## src/rtl/adc_seg_pkg.sv

```systemverilog
package adc_seg_pkg;
  localparam int SEG_W      = 8;
  localparam int SEG_N      = 3;
  localparam int FRAME_W    = SEG_W * SEG_N;
  localparam int EDGE_N     = 2 * FRAME_W;
  localparam int RES_W      = 10;
  localparam int CHAN_W     = 3;
  localparam int NULL_POS   = RES_W;
  localparam int EDGE_CNT_W = $clog2(EDGE_N + 1);

  typedef struct packed {
    logic             err;
    logic [RES_W-1:0] data;
  } sample_t;

  // Start bit closes the first segment; mode flag and channel open the second.
  function automatic logic [FRAME_W-1:0] build_cmd(input logic single,
                                                   input logic [CHAN_W-1:0] chan);
    logic [FRAME_W-1:0] f;
    f = '0;
    f[2*SEG_W] = 1'b1;
    f[2*SEG_W-1] = single;
    f[2*SEG_W-2 -: CHAN_W] = chan;
    return f;
  endfunction

  // Result sits in the low bits of the reply; null bit just above it.
  function automatic sample_t pick_sample(input logic [FRAME_W-1:0] rx);
    sample_t s;
    s.data = rx[RES_W-1:0];
    s.err  = rx[NULL_POS];
    return s;
  endfunction

  function automatic int unsigned clamp_half(input int unsigned want,
                                             input int unsigned max_h);
    if (want == 0) return 1;
    if (want > max_h) return max_h;
    return want;
  endfunction
endpackage

```

## src/rtl/sclk_timer.sv

```systemverilog
module sclk_timer #(
  parameter int W = 12
) (
  input  logic         clk,
  input  logic         rst_n,
  input  logic         start,
  input  logic         run,
  input  logic [W-1:0] half,
  output logic         tick
);
  logic [W-1:0] cnt;

  always_ff @(posedge clk or negedge rst_n) begin
    if (!rst_n) begin
      cnt <= '0;
    end else if (start) begin
      cnt <= half - W'(1);
    end else if (run) begin
      if (cnt == '0) cnt <= half - W'(1);
      else           cnt <= cnt - W'(1);
    end
  end

  assign tick = run && (cnt == '0);

  a_r4_count_bounded: assert property (@(posedge clk) disable iff (!rst_n)
    run |-> (cnt < half));
endmodule

```

## src/rtl/seg_shifter.sv

```systemverilog
module seg_shifter import adc_seg_pkg::*; (
  input  logic               clk,
  input  logic               rst_n,
  input  logic               load,
  input  logic [FRAME_W-1:0] cmd,
  input  logic               tick,
  input  logic               miso,
  output logic               sclk,
  output logic               mosi,
  output logic [FRAME_W-1:0] rx,
  output logic               fall_evt,
  output logic               rise_evt,
  output logic               frame_end
);
  localparam logic [EDGE_CNT_W-1:0] LAST_EDGE = EDGE_CNT_W'(EDGE_N);

  logic [FRAME_W-1:0]    tx;
  logic [EDGE_CNT_W-1:0] ecnt;
  logic                  more;

  assign more      = ecnt < LAST_EDGE;
  assign fall_evt  = tick && more && !ecnt[0];
  assign rise_evt  = tick && more && ecnt[0];
  assign frame_end = tick && !more;

  always_ff @(posedge clk or negedge rst_n) begin
    if (!rst_n) begin
      sclk <= 1'b1;
      mosi <= 1'b0;
      tx   <= '0;
      rx   <= '0;
      ecnt <= '0;
    end else if (load) begin
      tx   <= cmd;
      rx   <= '0;
      ecnt <= '0;
      sclk <= 1'b1;
    end else if (fall_evt) begin
      sclk <= 1'b0;
      mosi <= tx[FRAME_W-1];
      tx   <= {tx[FRAME_W-2:0], 1'b0};
      ecnt <= ecnt + 1'b1;
    end else if (rise_evt) begin
      sclk <= 1'b1;
      rx   <= {rx[FRAME_W-2:0], miso};
      ecnt <= ecnt + 1'b1;
    end
  end

  a_r3_mosi_on_fall: assert property (@(posedge clk) disable iff (!rst_n)
    !fall_evt |=> $stable(mosi));
  a_r3_capture_on_rise: assert property (@(posedge clk) disable iff (!rst_n)
    (!rise_evt && !load) |=> $stable(rx));
  a_r3_edge_limit: assert property (@(posedge clk) disable iff (!rst_n)
    ecnt <= LAST_EDGE);
endmodule

```

## src/rtl/adc_seg_reader.sv

```systemverilog
module adc_seg_reader import adc_seg_pkg::*; #(
  parameter int CLK_HZ      = 50_000_000,
  parameter int MIN_SCLK_HZ = 10_000,
  parameter int DIV_W       = 12
) (
  input  logic              clk,
  input  logic              rst_n,
  input  logic              req_valid,
  output logic              req_ready,
  input  logic [2:0]        req_chan,
  input  logic              req_single,
  input  logic [DIV_W-1:0]  div_half,
  output logic              spi_sclk,
  output logic              spi_cs_n,
  output logic              spi_mosi,
  input  logic              spi_miso,
  output logic              res_valid,
  output logic [9:0]        res_data,
  output logic              res_frame_err
);
  localparam int MAX_HALF = CLK_HZ / (2 * MIN_SCLK_HZ);

  typedef enum logic {ST_IDLE, ST_RUN} state_t;

  state_t             state;
  logic [DIV_W-1:0]   half_q, half_eff, timer_half;
  logic               accept, run, tick;
  logic               fall_evt, rise_evt, frame_end;
  logic [FRAME_W-1:0] rx;
  sample_t            smp;

  assign req_ready  = (state == ST_IDLE);
  assign accept     = req_valid && req_ready;
  assign run        = (state == ST_RUN);
  assign half_eff   = DIV_W'(clamp_half(32'(div_half), MAX_HALF));
  assign timer_half = req_ready ? half_eff : half_q;
  assign smp        = pick_sample(rx);

  sclk_timer #(.W(DIV_W)) u_timer (
    .clk(clk), .rst_n(rst_n), .start(accept), .run(run),
    .half(timer_half), .tick(tick)
  );

  seg_shifter u_shift (
    .clk(clk), .rst_n(rst_n), .load(accept),
    .cmd(build_cmd(req_single, req_chan)), .tick(tick), .miso(spi_miso),
    .sclk(spi_sclk), .mosi(spi_mosi), .rx(rx),
    .fall_evt(fall_evt), .rise_evt(rise_evt), .frame_end(frame_end)
  );

  always_ff @(posedge clk or negedge rst_n) begin
    if (!rst_n) begin
      state         <= ST_IDLE;
      spi_cs_n      <= 1'b1;
      half_q        <= DIV_W'(1);
      res_valid     <= 1'b0;
      res_data      <= '0;
      res_frame_err <= 1'b0;
    end else begin
      res_valid <= 1'b0;
      case (state)
        ST_IDLE: if (accept) begin
          state    <= ST_RUN;
          spi_cs_n <= 1'b0;
          half_q   <= half_eff;
        end
        ST_RUN: if (frame_end) begin
          state         <= ST_IDLE;
          spi_cs_n      <= 1'b1;
          res_valid     <= 1'b1;
          res_data      <= smp.data;
          res_frame_err <= smp.err;
        end
        default: state <= ST_IDLE;
      endcase
    end
  end

  a_r1_sclk_high_when_deselected: assert property (@(posedge clk) disable iff (!rst_n)
    spi_cs_n |-> spi_sclk);
  a_r8_ready_only_deselected: assert property (@(posedge clk) disable iff (!rst_n)
    req_ready |-> spi_cs_n);
  a_r3_rise_under_select: assert property (@(posedge clk) disable iff (!rst_n)
    $rose(spi_sclk) |-> !spi_cs_n);
  a_r5_single_pulse: assert property (@(posedge clk) disable iff (!rst_n)
    res_valid |=> !res_valid);
  a_r5_done_with_release: assert property (@(posedge clk) disable iff (!rst_n)
    res_valid |-> $rose(spi_cs_n));
  a_r4_half_in_range: assert property (@(posedge clk) disable iff (!rst_n)
    run |-> (half_q >= DIV_W'(1) && 32'(half_q) <= MAX_HALF));
endmodule

```

## config.mk

```make
export PLATFORM = sky130hd
export DESIGN_NAME = adc_seg_reader
export DESIGN_NICKNAME = d
export VERILOG_FILES = /design/src/rtl/adc_seg_pkg.sv /design/src/rtl/sclk_timer.sv /design/src/rtl/seg_shifter.sv /design/src/rtl/adc_seg_reader.sv
export SDC_FILE = /design/constraint.sdc
export NUM_CORES = 1
export LEC_CHECK = 0
export BUFFER_PORTS_ARGS = -buffer_cell sky130_fd_sc_hd__buf_2
export CAP_MARGIN = 10
export CELL_PAD_IN_SITES_DETAIL_PLACEMENT = 1
export CELL_PAD_IN_SITES_GLOBAL_PLACEMENT = 1
export CORE_MARGIN = 2
export CORE_UTILIZATION = 35
export CTS_BUF_LIST = sky130_fd_sc_hd__clkbuf_4 sky130_fd_sc_hd__clkbuf_8
export CTS_CLUSTER_DIAMETER = 30
export DETAILED_ROUTE_END_ITERATION = 8
export PLACE_DENSITY_LB_ADDON = 0.1
export SYNTH_ARGS = -nofsm -noshare
export SYNTH_HDL_FRONTEND = slang
export SYNTH_HIERARCHICAL = 1
export SYNTH_SLANG_ARGS = --single-unit
```

## constraint.sdc

```tcl
create_clock -name clk -period 2.95 [get_ports clk]
set_clock_uncertainty 0.15 [all_clocks]
set_input_delay 0.295 -clock clk [delete_from_list [all_inputs] [get_ports clk]]
set_output_delay 0.295 -clock clk [all_outputs]
set_load 0.01 [all_outputs]
```

==> flow_metrics.env, run 1 <==
export IMPL_worstSetupPathType="reg2reg"
export IMPL_setup_tns_ps=0
export IMPL_holdPathStages=2
export IMPL_end_kind="register"
export IMPL_dieHeight_um=116
export IMPL_dieArea_mm2=0.0134
export IMPL_fin_ws_ps=288
export IMPL_clock_latency_ps=370
export IMPL_synth_area_per_cell_um2=9.97
export IMPL_multi_input_area_mm2=0.00215
export IMPL_regArea_mm2=0.00203
export IMPL_critPathLaunchType="register"
export IMPL_grt_max_degree=82
export IMPL_min_path_type="in2reg"
export IMPL_arrival_ps=2770
export IMPL_yosys_warnings=6
export IMPL_antenna_found_initial=0
export IMPL_numPortBuffers=35
export IMPL_clockBufferDepth=2
export IMPL_start_util_pct=36.0
export IMPL_synthCells=438
export IMPL_root_buffer="clkbuf_8"
export IMPL_place_area_mm2=0.00479
export IMPL_status="finished clean"
export IMPL_synthesis_area_mm2=0.00437
export IMPL_setup_violations=0
export IMPL_place_ws_ps=133
export IMPL_wl_per_cell_um=16.4
export IMPL_grt_ovfl_total=0
export IMPL_peakVddDrop_mv=0.330
export IMPL_tightestPinTransition_ps=666
export IMPL_fin_crit_sh_pct=90.2
export IMPL_relSlewSlack_pct=55.3
export IMPL_grt_pass1_wl_mm=18.8
export IMPL_drtPass1Iterations=4
export IMPL_tritoncts_num_buffers=9
export IMPL_hold_viol_final=0
export IMPL_nets=513
export IMPL_layout_cells_non_filler=662
export IMPL_vias_per_cell=5.35
export IMPL_cts_sinks=81
export IMPL_drt_iter0_markers=156
export IMPL_rsz0062_at_grt="false"
export IMPL_timing_fmax_ghz=0.376
export IMPL_nFillCells=1418
export IMPL_cts_max_level=3
export IMPL_maxSlewViolCount=0
export IMPL_grtUsageTotal_pct=17.9
export IMPL_ios=36
export IMPL_power_leakage_uw=0.00229
export IMPL_fin_util_pct=41.4
export IMPL_cts_tree="done"
export IMPL_antenna_cells=0
export IMPL_final_area_mm2=0.00501
export IMPL_r2r_cells=6
export IMPL_die_w_um=116
export IMPL_drive_above_1_share_pct=21.1
export IMPL_maxCapViolations=0
export IMPL_p_per_area_mw_per_mm2=573
export IMPL_via_count=3539
export IMPL_area_delta_synth_final_pct=14.8
export IMPL_ctsResizeCount=0
export IMPL_totalWireLength_mm=10.8
export IMPL_core_region_area_mm2=0.0121
export IMPL_clk_pin_slew_worst_paths_ps=80
export IMPL_gp_congestion=0.807
export IMPL_dp_hpwl_mm=7.01
export IMPL_path_max_fanout=11
export IMPL_rows=40
export IMPL_place_inst=642
export IMPL_final_antenna_net_count=0
export IMPL_grt_pass1_vias=3734
export IMPL_required_ps=3050
export IMPL_drc=0
export IMPL_timing_final_crit_period_ps=2660
metal layers:
layer / share of wire [%] / GRT usage (%) / vias to the layer above
met5: 0 / 0 / -
met4: 1.3 / 5.24 / 0
met3: 2.8 / 3.97 / 11
met2: 49 / 31.2 / 46
met1: 47 / 22.4 / 1787
li1: - / - / 1695
placed cells by master, fill, tap and decap left out, drive strengths merged, types with 3 or more instances in the layout:
master,instances
and4,3
mux2i,8
xnor2,3
nand3,16
a31oi,3
a21oi,47
nor3,25
and3,3
a221o,25
clkbuf,12
o21ai,26
a22o,4
clkinv,3
xor2,5
mux2,16
nand4,5
nor2,25
a211oi,3
nand2,15
dfstp,3
conb,20
nand2b,13
dlygate4sd3,4
buf,54
or4,3
ha,4
nor2b,15
inv,15
nor4,6
dfrtp,78
flip-flops by register name (all words and copies together), names as in the netlist:
register / count
res_valid: 1
spi_cs_n: 1
u_shift/mosi: 1
u_shift/sclk: 1
u_timer/cnt: 12
u_shift/rx: 11
half_q: 12
u_shift/tx: 24
res_frame_err: 1
run: 1
res_data: 10
u_shift/ecnt: 6
metrics by stage:
stage               hold slack [ps]  total power (uW)
floorplan                      -151              1910
global placement                221              2120
detailed placement              214              2140
CTS                           0.994              2920
global route                   12.4              3090
finish                         15.9              2870
where the power goes:
group          internal [uW]  switching (uW)
Clock                    336             419
Sequential              1290             150
Combinational            290             384
what timing repair did:
| action | CTS | global route |
|---|---|---|
| endpoints found under the hold margin | 81 | 0 |
| buffers inserted | 0 | 0 |
| hold buffers | 4 | 0 |
| setup endpoints to repair | 0 | 0 |
path summary, 6_finish.rpt:
check,startpoint,endpoint,slack (ps)
max,run,u_timer/cnt[9],290
max reg2reg,run,u_timer/cnt[9],290
min in group asynchronous,rst_n,half_q[10],340
min,req_chan[2],u_shift/tx[14],20
min reg2reg,res_data[8],res_data[8],340
max in group asynchronous,rst_n,u_shift/sclk,1930
layout make-up:
class / count / area share, %
well taps: 168 / 4.19
flip-flops and latches: 81 / 40.5
clock inverters: 4 / 0.599
clock buffers: 12 / 2.92
multi-input cells: 324 / 42.9
repair buffers: 58 / 7.69
inverters: 15 / 1.12
critical path, cell delays in order (launching register included):
cell	delay (ps)
dfrtp_1	630
a211oi_2	140
a221o_1	340
or4_1	620
nor3_1	220
xor2_1	100
a221o_1	350
No activity file was read; power rests on OpenSTA's default activity.
==> run 2, diff against run 1 <==
--- a/config.mk
+++ b/config.mk
@@ -14,7 +14,9 @@
 export CTS_BUF_LIST = sky130_fd_sc_hd__clkbuf_4 sky130_fd_sc_hd__clkbuf_8
 export CTS_CLUSTER_DIAMETER = 30
 export DETAILED_ROUTE_END_ITERATION = 8
-export PLACE_DENSITY_LB_ADDON = 0.1
+export PLACE_DENSITY_LB_ADDON = 0.12
+export SKIP_CTS_REPAIR_TIMING = 1
+export SKIP_LAST_GASP = 1
 export SYNTH_ARGS = -nofsm -noshare
 export SYNTH_HDL_FRONTEND = slang
 export SYNTH_HIERARCHICAL = 1
==> flow_metrics.env, run 2 (same netlist as run 1, synthesis figures left out) <==
export IMPL_final_common_cell="dfrtp_1"
export IMPL_maxCapViolations=0
export IMPL_clock_latency_ps=380
export IMPL_dp_hpwl_mm=7.60
export IMPL_rsz0062_at_grt="false"
export IMPL_drive_above_1_share_pct=21.3
export IMPL_grt_pass1_vias=3785
export IMPL_path_max_fanout=7
export IMPL_required_ps=3070
export IMPL_nFillCells=1418
export IMPL_critPathLaunchType="register"
export IMPL_cp_cell_sequence="buf_4, a221o_1, or4_1, nor3_1, xor2_1, a221o_1"
export IMPL_worstSetupPathType="reg2reg"
export IMPL_fin_crit_sh_pct=91.2
export IMPL_wl_per_cell_um=17.4
export IMPL_dieHeight_um=116
export IMPL_gp_congestion=0.811
export IMPL_cpPeakStageDelay_ps=630
export IMPL_cts_max_level=3
export IMPL_final_antenna_net_count=0
export IMPL_fin_ws_ps=261
export IMPL_worst_path_most_repeated_cell="a221o_1"
export IMPL_peakVddDrop_mv=0.262
export IMPL_arrival_ps=2810
export IMPL_rows=40
export IMPL_timing_fmax_ghz=0.372
export IMPL_grt_max_degree=56
export IMPL_drt_iter0_markers=191
export IMPL_min_path_type="in2reg"
export IMPL_setup_violations=0
export IMPL_ios=36
export IMPL_regMostFlops="u_shift/tx"
export IMPL_status="finished clean"
export IMPL_p_per_area_mw_per_mm2=627
export IMPL_place_inst=643
export IMPL_setup_tns_ps=0
export IMPL_crit_buf_inv=1
export IMPL_mostFrequentLayoutCells="dfrtp_1, a21oi_1, buf_2"
export IMPL_grt_pass1_wl_mm=19.3
export IMPL_vias_per_cell=5.39
export IMPL_tightestPinTransition_ps=745
export IMPL_cpLargestDelayFamily="simple AND/OR/NAND/NOR gates"
export IMPL_hold_viol_final=0
export IMPL_timing_final_crit_period_ps=2690
export IMPL_drtPass1Iterations=4
export IMPL_antenna_cells=0
export IMPL_clk_pin_slew_worst_paths_ps=90
export IMPL_end_kind="register"
export IMPL_reg_largest_list="u_shift/tx: 24 flops, half_q: 12 flops, u_timer/cnt: 12 flops"
export IMPL_antenna_found_initial=0
export IMPL_via_count=3560
export IMPL_clockBufferDepth=2
export IMPL_grtUsageTotal_pct=18.6
export IMPL_dieArea_mm2=0.0134
export IMPL_root_buffer="clkbuf_8"
export IMPL_cts_tree="done"
export IMPL_layout_cells_non_filler=660
export IMPL_numPortBuffers=35
export IMPL_cts_sinks=81
export IMPL_totalWireLength_mm=11.5
export IMPL_area_delta_synth_final_pct=15.9
export IMPL_place_ws_ps=142
export IMPL_drc=0
export IMPL_relSlewSlack_pct=50.4
export IMPL_start_util_pct=36.0
export IMPL_slowest_stage="or4_1"
export IMPL_tritoncts_num_buffers=9
export IMPL_core_region_area_mm2=0.0121
export IMPL_power_leakage_uw=0.00232
export IMPL_nets=511
export IMPL_grt_ovfl_total=0
export IMPL_maxSlewViolCount=0
export IMPL_largest_reg_flops=24
export IMPL_die_w_um=116
-- run 2: final timing paths --
| kind | start | to | slack [ps] | cells past startpoint |
|---|---|---|---|---|
| hold reg to reg | res_data[8] | res_data[8] | 340 | 1 |
| max in group asynchronous | rst_n | u_shift/sclk | 1670 | 3 |
| setup / recovery | run | u_timer/cnt[9] | 260 | 6 |
| min in group asynchronous | rst_n | run | 280 | 2 |
| setup reg to reg | run | u_timer/cnt[9] | 260 | 6 |
| hold / removal | req_chan[0] | u_shift/tx[12] | 10 | 2 |
-- run 2: worst register-to-register path, stage by stage (launching register included) --
cell and delay [ps]:
dfrtp_1 520, buf_4 230, a221o_1 330, or4_1 630
nor3_1 250, xor2_1 110, a221o_1 350
-- run 2: routing by layer --
layer	part of all wire, %	GRT usage (%)	vias up
met5	0	0	-
met4	2.3	8.33	0
met2	48	30.8	47
met3	2.4	2.93	16
met1	47	24.1	1812
li1	-	-	1685
-- run 2: layout make-up --
| class | count | area [um2] | share of cell area (%) |
|---|---|---|---|
| multi-input cells | 324 | 2150 | 42.5 |
| inverters | 15 | 56.3 | 1.11 |
| repair buffers | 56 | 363 | 7.17 |
| well taps | 168 | 210 | 4.15 |
| flip-flops and latches | 81 | 2030 | 40.1 |
| clock buffers | 11 | 145 | 2.87 |
| clock inverters | 5 | 104 | 2.05 |
-- run 2: power by group --
| part | internal, uW | switching [uW] | total [uW] | leakage (uW) |
|---|---|---|---|---|
| logic | 293 | 377 | 670 | 0.00119 |
| registers | 1290 | 173 | 1470 | 0.00101 |
| clock network | 595 | 441 | 1040 | 0.000127 |
-- run 2: per-stage QoR --
stage               hold slack (ps)  power (uW)  util, %  cell area (um2)
floorplan                      -151        1910        -             4430
global placement                154        2130     39.6             4800
detailed placement              161        2160     39.6             4800
CTS                            -256        3210     41.7             5050
global route                   3.07        3370     41.8             5060
finish                         10.4        3170     41.8             5060
